==> src/rtl/pwm_stepper_pkg.sv <==
package pwm_stepper_pkg;

    // Default division ratio and number of duty steps per period
    localparam int unsigned DEF_PERIOD = 10;
    localparam int unsigned DEF_STEPS  = 10;

    // Decoded action on the duty setting for one cycle
    typedef enum logic [1:0] {
        OP_HOLD  = 2'd0,
        OP_RAISE = 2'd1,
        OP_LOWER = 2'd2
    } step_op_t;

    // Edge events from the two request inputs
    typedef struct packed {
        logic up;
        logic dn;
    } step_req_t;

    // Opposing requests cancel each other
    function automatic step_op_t decode_op(input step_req_t req);
        if (req.up && !req.dn) return OP_RAISE;
        if (req.dn && !req.up) return OP_LOWER;
        return OP_HOLD;
    endfunction

endpackage

==> src/rtl/pwm_rise_det.sv <==
module pwm_rise_det #(
    parameter int unsigned N = 2
) (
    input  logic         clk,
    input  logic         rst,
    input  logic [N-1:0] lvl,
    output logic [N-1:0] rise
);

    logic [N-1:0] prev;

    // Track the level even in reset, so that a held input gives no event at release
    always_ff @(posedge clk) begin
        prev <= lvl;
    end

    assign rise = lvl & ~prev;

    generate
        for (genvar i = 0; i < N; i++) begin : g_chk
            AST_SINGLE_EVENT: assert property (@(posedge clk) disable iff (rst)
                rise[i] |=> !rise[i]) else $error("rise held on bit %0d", i);
        end
    endgenerate

endmodule

==> src/rtl/pwm_period_cnt.sv <==
module pwm_period_cnt #(
    parameter int unsigned PERIOD = pwm_stepper_pkg::DEF_PERIOD,
    localparam int unsigned CW    = $clog2(PERIOD)
) (
    input  logic          clk,
    input  logic          rst,
    output logic [CW-1:0] cnt,
    output logic          wrap
);

    localparam logic [CW-1:0] LAST = CW'(PERIOD - 1);

    assign wrap = (cnt == LAST);

    always_ff @(posedge clk) begin
        if (rst)       cnt <= '0;
        else if (wrap) cnt <= '0;
        else           cnt <= cnt + 1'b1;
    end

    AST_CNT_RANGE: assert property (@(posedge clk) disable iff (rst)
        cnt <= LAST) else $error("counter out of range");
    AST_CNT_WRAP: assert property (@(posedge clk) disable iff (rst)
        (cnt == LAST) |=> (cnt == '0)) else $error("counter did not wrap");

endmodule

==> src/rtl/pwm_duty_ctrl.sv <==
module pwm_duty_ctrl
    import pwm_stepper_pkg::*;
#(
    parameter int unsigned STEPS = DEF_STEPS,
    localparam int unsigned DW   = $clog2(STEPS + 1)
) (
    input  logic          clk,
    input  logic          rst,
    input  step_req_t     ev,
    output logic [DW-1:0] level
);

    localparam logic [DW-1:0] TOP  = DW'(STEPS);
    localparam logic [DW-1:0] HALF = DW'(STEPS / 2);

    step_op_t op;
    assign op = decode_op(ev);

    // Saturating up/down counter over the step range
    always_ff @(posedge clk) begin
        if (rst) begin
            level <= HALF;
        end else begin
            unique case (op)
                OP_RAISE: if (level != TOP)  level <= level + 1'b1;
                OP_LOWER: if (level != '0)   level <= level - 1'b1;
                default:  level <= level;
            endcase
        end
    end

    AST_STEP_UP: assert property (@(posedge clk) disable iff (rst)
        (ev.up && !ev.dn && level != TOP) |=> (level == DW'($past(level) + 1'b1)))
        else $error("raise did not add one step");
    AST_STEP_DOWN: assert property (@(posedge clk) disable iff (rst)
        (ev.dn && !ev.up && level != '0) |=> (level == DW'($past(level) - 1'b1)))
        else $error("lower did not remove one step");
    AST_SAT_TOP: assert property (@(posedge clk) disable iff (rst)
        (ev.up && !ev.dn && level == TOP) |=> (level == TOP))
        else $error("duty wrapped above full scale");
    AST_SAT_ZERO: assert property (@(posedge clk) disable iff (rst)
        (ev.dn && !ev.up && level == '0) |=> (level == '0))
        else $error("duty wrapped below zero");
    AST_CANCEL: assert property (@(posedge clk) disable iff (rst)
        (ev.up && ev.dn) |=> $stable(level))
        else $error("simultaneous requests changed duty");
    AST_QUIET: assert property (@(posedge clk) disable iff (rst)
        (!ev.up && !ev.dn) |=> $stable(level))
        else $error("duty moved without a request");
    AST_LEVEL_RANGE: assert property (@(posedge clk) disable iff (rst)
        level <= TOP) else $error("duty out of range");

endmodule

==> src/rtl/pwm_shaper.sv <==
module pwm_shaper #(
    parameter int unsigned PERIOD = pwm_stepper_pkg::DEF_PERIOD,
    parameter int unsigned STEPS  = pwm_stepper_pkg::DEF_STEPS,
    localparam int unsigned CW    = $clog2(PERIOD),
    localparam int unsigned DW    = $clog2(STEPS + 1),
    localparam int unsigned TW    = $clog2(PERIOD + 1),
    localparam int unsigned UNIT  = PERIOD / STEPS
) (
    input  logic          clk,
    input  logic          rst,
    input  logic [CW-1:0] cnt,
    input  logic          wrap,
    input  logic [DW-1:0] level,
    output logic          pwm_q
);

    localparam logic [DW-1:0] TOP  = DW'(STEPS);
    localparam logic [DW-1:0] HALF = DW'(STEPS / 2);

    logic [DW-1:0] act;
    logic [TW-1:0] thr;

    // Duty in force for the running period; reloaded only at the last tick
    always_ff @(posedge clk) begin
        if (rst)       act <= HALF;
        else if (wrap) act <= level;
    end

    assign thr = TW'(act) * TW'(UNIT);

    // Registered comparison keeps transient counter codes off the pin
    always_ff @(posedge clk) begin
        if (rst) pwm_q <= 1'b0;
        else     pwm_q <= (TW'(cnt) < thr);
    end

    AST_ACT_HOLD: assert property (@(posedge clk) disable iff (rst)
        !wrap |=> $stable(act)) else $error("duty changed inside a period");
    AST_ACT_LOAD: assert property (@(posedge clk) disable iff (rst)
        wrap |=> (act == $past(level))) else $error("duty not loaded at boundary");
    AST_FULL_HIGH: assert property (@(posedge clk) disable iff (rst)
        (act == TOP) |=> pwm_q) else $error("full duty gave a low cycle");
    AST_ZERO_LOW: assert property (@(posedge clk) disable iff (rst)
        (act == '0) |=> !pwm_q) else $error("zero duty gave a high cycle");

endmodule

==> src/rtl/pwm_stepper.sv <==
module pwm_stepper
    import pwm_stepper_pkg::*;
#(
    parameter int unsigned PERIOD = DEF_PERIOD,
    parameter int unsigned STEPS  = DEF_STEPS,
    localparam int unsigned CW    = $clog2(PERIOD),
    localparam int unsigned DW    = $clog2(STEPS + 1)
) (
    input  logic          clk,
    input  logic          rst,
    input  logic          duty_up,
    input  logic          duty_down,
    output logic          pwm_out,
    output logic [DW-1:0] duty_level
);

    initial begin
        if (PERIOD % STEPS != 0) $error("PERIOD must be a multiple of STEPS");
        if (PERIOD < 2)          $error("PERIOD must be at least 2");
    end

    logic [1:0]    rise;
    step_req_t     ev;
    logic [CW-1:0] cnt;
    logic          wrap;

    pwm_rise_det #(.N(2)) u_edges (
        .clk  (clk),
        .rst  (rst),
        .lvl  ({duty_up, duty_down}),
        .rise (rise)
    );

    assign ev.up = rise[1];
    assign ev.dn = rise[0];

    pwm_duty_ctrl #(.STEPS(STEPS)) u_duty (
        .clk   (clk),
        .rst   (rst),
        .ev    (ev),
        .level (duty_level)
    );

    pwm_period_cnt #(.PERIOD(PERIOD)) u_cnt (
        .clk  (clk),
        .rst  (rst),
        .cnt  (cnt),
        .wrap (wrap)
    );

    pwm_shaper #(.PERIOD(PERIOD), .STEPS(STEPS)) u_shape (
        .clk   (clk),
        .rst   (rst),
        .cnt   (cnt),
        .wrap  (wrap),
        .level (duty_level),
        .pwm_q (pwm_out)
    );

endmodule

==> config.mk <==
export PLATFORM = sky130hd
export DESIGN_NAME = pwm_stepper
export DESIGN_NICKNAME = d
export VERILOG_FILES = /design/src/rtl/pwm_stepper_pkg.sv /design/src/rtl/pwm_rise_det.sv /design/src/rtl/pwm_period_cnt.sv /design/src/rtl/pwm_duty_ctrl.sv /design/src/rtl/pwm_shaper.sv /design/src/rtl/pwm_stepper.sv
export SDC_FILE = /design/constraint.sdc
export NUM_CORES = 1
export LEC_CHECK = 0
export CORE_ASPECT_RATIO = 0.8
export CORE_MARGIN = 2
export CORE_UTILIZATION = 30
export DETAILED_ROUTE_END_ITERATION = 10
export PLACE_DENSITY = 0.6
export RECOVER_POWER = 50
export SLEW_MARGIN = 30
export SYNTH_ARGS = -nofsm -noshare
export SYNTH_HDL_FRONTEND = slang
export SYNTH_SLANG_ARGS = --single-unit
==> constraint.sdc <==
create_clock -name clk -period 2.4 [get_ports clk]
set_clock_uncertainty 0.2 [all_clocks]
set_input_delay 0.48 -clock clk [delete_from_list [all_inputs] [get_ports clk]]
set_output_delay 0.48 -clock clk [all_outputs]
set_load 0.05 [all_outputs]
==> flow_summary_export.csv <==
group,metric,value,unit
yosys,syn_inst,84,
clocking,cts_tree,"done",
worst_setup_path,worst-path-buf-inv,2,
floorplan,die_w,61.7,um
floorplan,num_rows,16,
drt,drc_errors,0,
worst_setup_path,end_kind,"flip-flop",
sta,hold_viol_final,0,
worst_setup_path,crit_chain,"clkdlybuf4s50_1 -> nand2b_1 -> inv_2 -> ha_4 -> or3b_4 -> a211oi_4 -> a211oi_2 -> mux2_4",
sta,rsz0062_at_grt,"yes",
sta,worst_slew_pin_slew,0.503,ns
power_and_ir_drop,clkPwrFrac,27.3,%
power_and_ir_drop,swShare,32.7,%
power_and_ir_drop,max-vdd-ir-drop,0.138,mV
layout,layout_common_cells,"dfxtp_1 (15), buf_4 (9), ha_1 (7)",
power_and_ir_drop,p_comb_share,23.5,%
floorplan,dieArea,0.00310,mm2
worst_setup_path,slowest_stage,"clkdlybuf4s50_1",
worst_setup_path,cp-start-kind,"primary input",
drt,drt_wl_total,1410,um
worst_setup_path,max_stage_delay,0.47,ns
yosys,syn_area,800,um2
yosys,avgSynthCellArea,9.52,um2
worst_setup_path,path_delay_family,"buffers and inverters",
yosys,ys_seq_area_share,37.6,%
clocking,path_clk_slew,0.10,ns
power_and_ir_drop,p_int,0.394,mW
clocking,htreeDepth,1,
sta,period_needed,2.35,ns
worst_setup_path,worstPathRequired,2.40,ns
power_and_ir_drop,pwr-share-seq,49.2,%
placed_design,post_dp_cell_area,963,um2
yosys,synth.distinct_cells,30,
sta,setup_slack,0.0475,ns
layout,final_core_util,41.5,%
worst_setup_path,arrival,2.35,ns
power_and_ir_drop,leakagePower,0.434,nW
clocking,cts_made_buffers,3,
layout,fillers,269,
layout,finalNetCount,115,
yosys,ys_ff_latch,15,
placed_design,placed_cells_incl_taps,133,
yosys,synth_top_family_by_area,"simple AND/OR/NAND/NOR gates",
layout,drive_gt1_share,26.7,%
sta,setup_viol,0,
floorplan,start_util,32.2,%
placed_design,port-buffer-count,8,
clocking,cts_hold_buf,0,
drt,avgRoutedWirePerCell,10.3,um
worst_setup_path,timing.rr.start,"u_edges.prev[0]",
drt,dr.pass1.iters,2,
layout,final_cell_count_no_fill,137,
drt,drt-initial-drc-count,3,
clocking,cts_sinks,15,
placed_design,pre_cts_ws,-0.510,ns
sta,max_freq,0.425,GHz
sta,relSlewSlack,66.4,%
yosys,synth_mux_area_share,3.13,%
layout,postLayoutCellArea,0.00103,mm2
global_routing,grt_use_total,11.0,%
hold_path,hold_start,"u_shape.act[0]",
floorplan,dieHeight,50.2,um
clocking,clk_latency,0.30,ns
yosys,synthSimpleGateAreaFrac,20.7,%
yosys,mappedNetlistNets,97,
sta,tns,0,ns
placed_design,gp_congestion,0.751,
floorplan,ios,9,
global_routing,antenna_found_initial,0,
power_and_ir_drop,power,0.585,mW
worst_setup_path,startpoint,"duty_down",
global_routing,grt_max_degree,13,
placed_design,dp_hpwl,1010,um
yosys,synth_xor_area_share,4.38,%
floorplan,fp.coreArea,0.00248,mm2
clocking,cts_setup_buffers,0,
hold_path,min-delay-path-class,"flip-flop to flip-flop",
worst_setup_path,path_max_fanout,5,
flow_run,maxCapViolations,0,
yosys,ys_warn_count,0,
layout,final_common_cell,"dfxtp_1",
status,status,"completed",
clocking,cts_buffer_depth,2,
yosys,synthAdderAreaFrac,14.1,%
sta,finalCritPeriodShare,98.0,%
global_routing,grt_pass1_wl,2420,um
layout,area_growth,28.8,%
power_and_ir_drop,p_per_area,569,mW/mm2
power_and_ir_drop,p_sw,0.191,mW
sta,hold_slack,0.293,ns
layout,diodes,0,
drt,via_per_inst,4.49,
worst_setup_path,path_class,"primary input to flip-flop",
global_routing,grt_pass1_vias,572,
clocking,cts_root_buf,"clkbuf_4",
global_routing,grt-ovfl-total,0,
drt,vias,615,
yosys,synth-compound-area-share,14.6,%
sta,maxSlewViolCount,0,
drt,ant_nets,0,
registers in the layout, summed over array words and instances (netlist names):
register       cells
u_cnt.cnt          4
u_edges.prev       2
u_duty.level       4
u_shape.pwm_q      1
u_shape.act        4
synth_stat cells:
library cell / count / area [um2]
xor2_1: 2 / 17.5
or4_2: 1 / 8.76
o211ai_1: 1 / 7.51
o21ai_0: 4 / 20.0
or3b_4: 1 / 11.3
xnor2_1: 2 / 17.5
and3b_2: 1 / 10.0
or3b_2: 1 / 8.76
a211o_1: 1 / 8.76
a211oi_4: 1 / 20.0
and3b_1: 1 / 8.76
a21o_1: 2 / 15.0
nor3_1: 4 / 20.0
inv_1: 7 / 26.3
nand3b_1: 1 / 7.51
nand2_1: 3 / 11.3
mux2_4: 1 / 15.0
nor2b_1: 3 / 18.8
a21oi_1: 5 / 25.0
buf_6: 1 / 11.3
nand3_1: 2 / 10.0
nor3b_1: 2 / 15.0
mux2i_1: 1 / 10.0
dfxtp_1: 15 / 300
ha_1: 9 / 113
nor2_1: 6 / 22.5
a211oi_1: 1 / 7.51
clkbuf_1: 2 / 7.51
a211oi_2: 1 / 12.5
nand2b_1: 2 / 12.5
final timing paths:
kind | endpoint | slack (ns) | cells after the start
worst max-delay path | u_duty.level[3] | 0.05 | 8
worst min-delay path | u_shape.act[0] | 0.29 | 2
worst max register to register | u_duty.level[3] | 0.33 | 7
worst min register to register | u_shape.act[0] | 0.29 | 2
layout make-up:
type	count	area (um2)	share of cell area, %
clock buffer	3	22.5	2.19
clock inverter	1	7.51	0.729
inverter	7	26.3	2.55
multi-input combinational	59	488	47.4
sequential	15	300	29.2
tap	36	45.0	4.37
timing repair buffer	16	140	13.6
kinds of logic after synthesis:
family                     Yosys count
xor gates and xnor gates             4
and+or+nand+nor                     28
muxes                                2
DFF                                 15
adders and majority gates            9
AOI/OAI and AO/OA                   16
buffers and inverters               10
worst register-to-register path: cells and delay by family (launching register included):
| family | cells | cell delay [ns] |
|---|---|---|
| AND/OR/NAND/NOR | 2 | 0.53 |
| AO/OA/AOI/OAI | 2 | 0.41 |
| flip-flops | 1 | 0.30 |
| buffers and inverters | 1 | 0.08 |
| adder cells (fa/ha/maj) | 1 | 0.14 |
| multiplexers | 1 | 0.30 |
power by group through the flow:
stage | clock, mW | sequential, mW | combinational, mW
3_3_place_gp | 0 | 0.292 | 0.128
4_1_cts | 0.165 | 0.289 | 0.138
6_report | 0.160 | 0.288 | 0.138
3_5_place_dp | 0 | 0.293 | 0.130
2_1_floorplan | 0 | 0.315 | 0.0666
5_1_grt | 0.176 | 0.291 | 0.150
routing by layer:
| layer | share of wire [%] | global-route usage (%) | up-vias | routed length [um] |
|---|---|---|---|---|
| met5 | 0 | 0 | - | 0 |
| met4 | 3.6 | 8.51 | 0 | 50 |
| met3 | 2.6 | 3.09 | 5 | 37 |
| met2 | 44 | 15.8 | 11 | 620 |
| met1 | 50 | 13.5 | 276 | 698 |
| li1 | - | - | 323 | - |
what timing repair did:
action,in CTS,in global routing
resized for setup,9,2
endpoints found under the setup margin,2,3
pin swaps,2,3
gates cloned,0,0
Power figures use the tool's default switching activity.
